### src/rtl/msr_pkg.sv
package msr_pkg;
  typedef enum logic [1:0] {
    MODE_HOLD  = 2'b00,
    MODE_LOAD  = 2'b01,
    MODE_CLEAR = 2'b10,
    MODE_SHDN  = 2'b11
  } mode_e;

  typedef struct packed {
    logic load;
    logic clr;
    logic shd;
  } sel_t;
endpackage

### src/rtl/msr_decode.sv
module msr_decode
  import msr_pkg::*;
(
  input  logic [1:0] mode_i,
  output sel_t       sel_o
);
  always_comb begin
    sel_o = '0;
    unique case (mode_e'(mode_i))
      MODE_LOAD:  sel_o.load = 1'b1;
      MODE_CLEAR: sel_o.clr  = 1'b1;
      MODE_SHDN:  sel_o.shd  = 1'b1;
      default:    sel_o      = '0;
    endcase
  end
endmodule

### src/rtl/msr_slice.sv
module msr_slice
  import msr_pkg::*;
(
  input  sel_t sel_i,
  input  logic cur_i,
  input  logic par_i,
  input  logic upper_i,
  output logic nxt_o
);
  always_comb begin
    if (sel_i.clr)       nxt_o = 1'b0;
    else if (sel_i.load) nxt_o = par_i;
    else if (sel_i.shd)  nxt_o = upper_i;
    else                 nxt_o = cur_i;
  end
endmodule

### src/rtl/msr_state.sv
module msr_state #(
  parameter int unsigned WIDTH = 4
) (
  input  logic             clk_i,
  input  logic             rst_ni,
  input  logic [WIDTH-1:0] d_i,
  output logic [WIDTH-1:0] q_o
);
  always_ff @(posedge clk_i or negedge rst_ni) begin
    if (!rst_ni) q_o <= '0;
    else         q_o <= d_i;
  end
endmodule

### src/rtl/mode_shift_reg.sv
module mode_shift_reg
  import msr_pkg::*;
#(
  parameter int unsigned WIDTH = 4
) (
  input  logic             clk_i,
  input  logic             rst_ni,
  input  logic [1:0]       mode_i,
  input  logic [WIDTH-1:0] par_i,
  input  logic             ser_i,
  output logic [WIDTH-1:0] q_o
);
  sel_t             sel;
  logic [WIDTH-1:0] q_cur;
  logic [WIDTH-1:0] q_nxt;
  logic [WIDTH-1:0] upper;

  msr_decode u_dec (
    .mode_i (mode_i),
    .sel_o  (sel)
  );

  // shift source: each bit sees its upper neighbour, top bit sees ser_i
  generate
    for (genvar i = 0; i < WIDTH; i++) begin : g_bit
      if (i == WIDTH - 1) begin : g_top
        assign upper[i] = ser_i;
      end else begin : g_mid
        assign upper[i] = q_cur[i+1];
      end
      msr_slice u_slice (
        .sel_i   (sel),
        .cur_i   (q_cur[i]),
        .par_i   (par_i[i]),
        .upper_i (upper[i]),
        .nxt_o   (q_nxt[i])
      );
    end
  endgenerate

  msr_state #(.WIDTH(WIDTH)) u_state (
    .clk_i  (clk_i),
    .rst_ni (rst_ni),
    .d_i    (q_nxt),
    .q_o    (q_cur)
  );

  assign q_o = q_cur;
endmodule

### config.mk
export PLATFORM = sky130hd
export DESIGN_NAME = mode_shift_reg
export DESIGN_NICKNAME = d
export VERILOG_FILES = /design/src/rtl/msr_pkg.sv /design/src/rtl/msr_decode.sv /design/src/rtl/msr_slice.sv /design/src/rtl/msr_state.sv /design/src/rtl/mode_shift_reg.sv
export SDC_FILE = /design/constraint.sdc
export NUM_CORES = 1
export LEC_CHECK = 0
export BUFFER_PORTS_ARGS = -buffer_cell sky130_fd_sc_hd__buf_2
export CAP_MARGIN = 20
export CORE_AREA = 2 2 39 41
export CTS_BUF_LIST = sky130_fd_sc_hd__clkbuf_4
export DETAILED_ROUTE_END_ITERATION = 10
export DIE_AREA = 0 0 41 43
export GPL_ROUTABILITY_DRIVEN = 0
export PLACE_DENSITY = 0.4
export SYNTH_ARGS = -nofsm -noshare
export SYNTH_HDL_FRONTEND = slang
export SYNTH_SLANG_ARGS = --single-unit
### constraint.sdc
create_clock -name clk_i -period 1 [get_ports clk_i]
set_clock_uncertainty 0.2 [all_clocks]
set_input_delay 0.05 -clock clk_i [delete_from_list [all_inputs] [get_ports clk_i]]
set_output_delay 0.05 -clock clk_i [all_outputs]
set_load 0.05 [all_outputs]
==> impl_results.md <==
* Portion of netlist area occupied by mux cells at 0.181
* Synth Net Count at 30
* Final min period at 1.04 ns
* Largest net degree at the start of global routing at 9
* Final setup fails at 4
* CTS clk-pin slew, worst paths at 0.04 ns
* Slowest cell on the critical path: dfrtp_1
* Crit-path max cell delay at about 0.40 ns
* Synth Area in Adders at 0
* Simple logic cell fraction of the synthesized area at 0.0904
* Hold Crit Class: in -> reg
* Global-route wire length before repair at 703 µm
* Routed wire length at 455 µm
* Die Area at 1760 µm²
* Max FFs per register at 4
* PwrDens at 1510 nW/µm²
* Via/cell ratio at about 4.0
* Wirelength per Cell at between 9 and 10 µm
* Die width at 41 µm
* Die Ht at around 43 µm
* Nets at 45
* Remaining antenna violation count at 0
* Worst Hold Depth at 3
* Setup TNS at -0.120 ns
* Worst slew pin tran at 0.147 ns
* Buffers on Ports at 12
* Overall Global Routing Usage at 0.0696
* Layout cells sized above 1 at 0.353
* Max Freq at between 0.9 and 1 GHz
* Most frequent cells in the layout: 6 x dlygate4sd3_1, 5 x buf_2
* Reported leakage power at 0.167 nW
* Crit end category: output port
* Pre-CTS setup slack at approximately 0.086 ns
* Peak supply drop at ~0.77 mV
* Area occupied by registers at 100 µm²
* Ant diodes at 0
* Distinct cell type count after synthesis at 6
* Core region area at 1380 µm²
* CTS tree: done
* CP Data Arrival Time at 0.79 ns
* Failing checks: hold timing, setup timing
* Initial DRT Pass Iterations at 4
* Core Rows at 14
* Reg2Reg Depth at 2
* Compound-gate portion of the synthesized area at 0.0904
* Vias in the first global route at 170
* # Post-CTS Setup Buffers at 0
* Clock Sinks at 4
* Synth Cell Area at 221 µm²
* Startpoint types: flop
* Fillers at around 150
* Yosys warnings at 0
* Clock tree root driver cell: clkbuf_4
* DRC at 0
* DR iter-0 viols at 17
* Mapped Cells at 21
* Total CTS buffers at 3
* Initial antenna violation count at 0
* Worst Path Required at 0.75 ns
* Vias at about 200
* Clk Latency, worst-skew pair at 0.23 ns
* Critical path depth at 1
* Post-Synth XOR/XNOR Area at 0
* Synth top area share at 0.452
* Cells along the critical path: buf_6
* Most common cell after layout, fill and taps aside: dlygate4sd3_1
* CP Class: reg -> out
* Seq cells post-synth at 4
* Final Max Slew Viols at 0
* Area leader, netlist: dfrtp_1
* Top post-synthesis cells by area: dfrtp_1 45%, mux2i_1 18%, buf_4 14%, nand3_1 9.0%, o21ai_1 9.0%
* Top Registers: u_state.q_o: 4 flops
* Crit Path Max Fanout at 3
* Post-CTS Hold Buffers at 6
* Initial core utilization at 0.160
* Total grt overflow at 0
* Status: finished, violations left
* Fin Hold WS at -0.0852 ns
* Synth-to-Final Area Change at 59.3%
* Worst Setup Slack, final at -0.0413 ns
* Worst slew margin at 0.899
* Max cap viols at 0
* WP buf/inv at 1
* Largest family of logic cells by synthesized area: buffers and inverters
* Worst path top cell family by delay: flip-flops
* Clock Tree Buf Depth at 2
* Largest Register: u_state.q_o
* Multi-input logic area at 80.1 µm²
* H-tree Lvls at 1
* RSZ-0062 raised after global routing: true
* Avg Inst Size Synth at approximately 11 µm²
* Hold Vio Cnt, Final at 8
* Tcrit/Tclk final at 1.04
* I/O Pins at 13
* Sequential-to-total area share from yosys stat at 0.452
cells in the mapped netlist:
cell type,count
buf_4,4
dfrtp_1,4
mux2i_1,4
nand3_1,4
o21ai_1,4
buf_6,1
worst reg2reg max path, delay by kind of cell, from the launching register on:
family	cells	cell delay, ns
compound gates	1	0.08
flops	1	0.39
mux	1	0.15
logic make-up (layout without fill, tap and decap cells):
kind of cell / after synthesis / in the layout
compound gates: 4 / 4
buf+inv: 5 / 18
flops: 4 / 4
mux: 4 / 4
simple gates: 4 / 4
report_power, final:
| group | total (mW) | internal [mW] | switching (mW) |
|---|---|---|---|
| Sequential | 0.191 | 0.178 | 0.0132 |
| Clock | 0.193 | 0.134 | 0.0588 |
| Combinational | 0.151 | 0.0653 | 0.0857 |
| Total | 0.535 | 0.377 | 0.158 |
layer usage:
metal	global-route usage	vias up	part of all wire
li1	-	97	-
met1	0.0717	88	0.50
met2	0.0813	14	0.39
met3	0.0785	0	0.11
met4	0.0400	0	0
met5	0	-	0
path summary, 6_finish.rpt:
check,from,to,slack [ns]
max,u_state.q_o[3],q_o[3],-0.04
min,par_i[0],u_state.q_o[0],-0.09
max reg2reg,u_state.q_o[1],u_state.q_o[1],0.06
min reg2reg,u_state.q_o[2],u_state.q_o[1],0.36
max in group asynchronous,rst_ni,u_state.q_o[3],0.52
min in group asynchronous,rst_ni,u_state.q_o[1],-0.04
what timing repair did:
item,4_1_cts,5_1_grt
cloned,0,0
setup endpoints to repair,4,7
hold endpoints to repair,8,7
pin swaps,0,3
gates resized for setup,8,0
area by class of cell:
cell class / count / share of cell area
Clock buffer: 3 / 0.0638
Multi-Input combinational cell: 12 / 0.227
Sequential cell: 4 / 0.284
Tap cell: 16 / 0.0567
Timing Repair Buffer: 15 / 0.369
metrics by stage:
step / instances / area, µm² / utilization / total power [mW]
3_5_place_dp: 44 / 260 / 0.188 / 0.310
6_report: 50 / 353 / 0.255 / 0.535
2_1_floorplan: 21 / 221 / - / 0.295
4_1_cts: 53 / 368 / 0.266 / 0.550
3_3_place_gp: 44 / 260 / 0.188 / 0.307
5_1_grt: 50 / 353 / 0.255 / 0.577
Note: power is estimated with default switching activity, not from simulation.
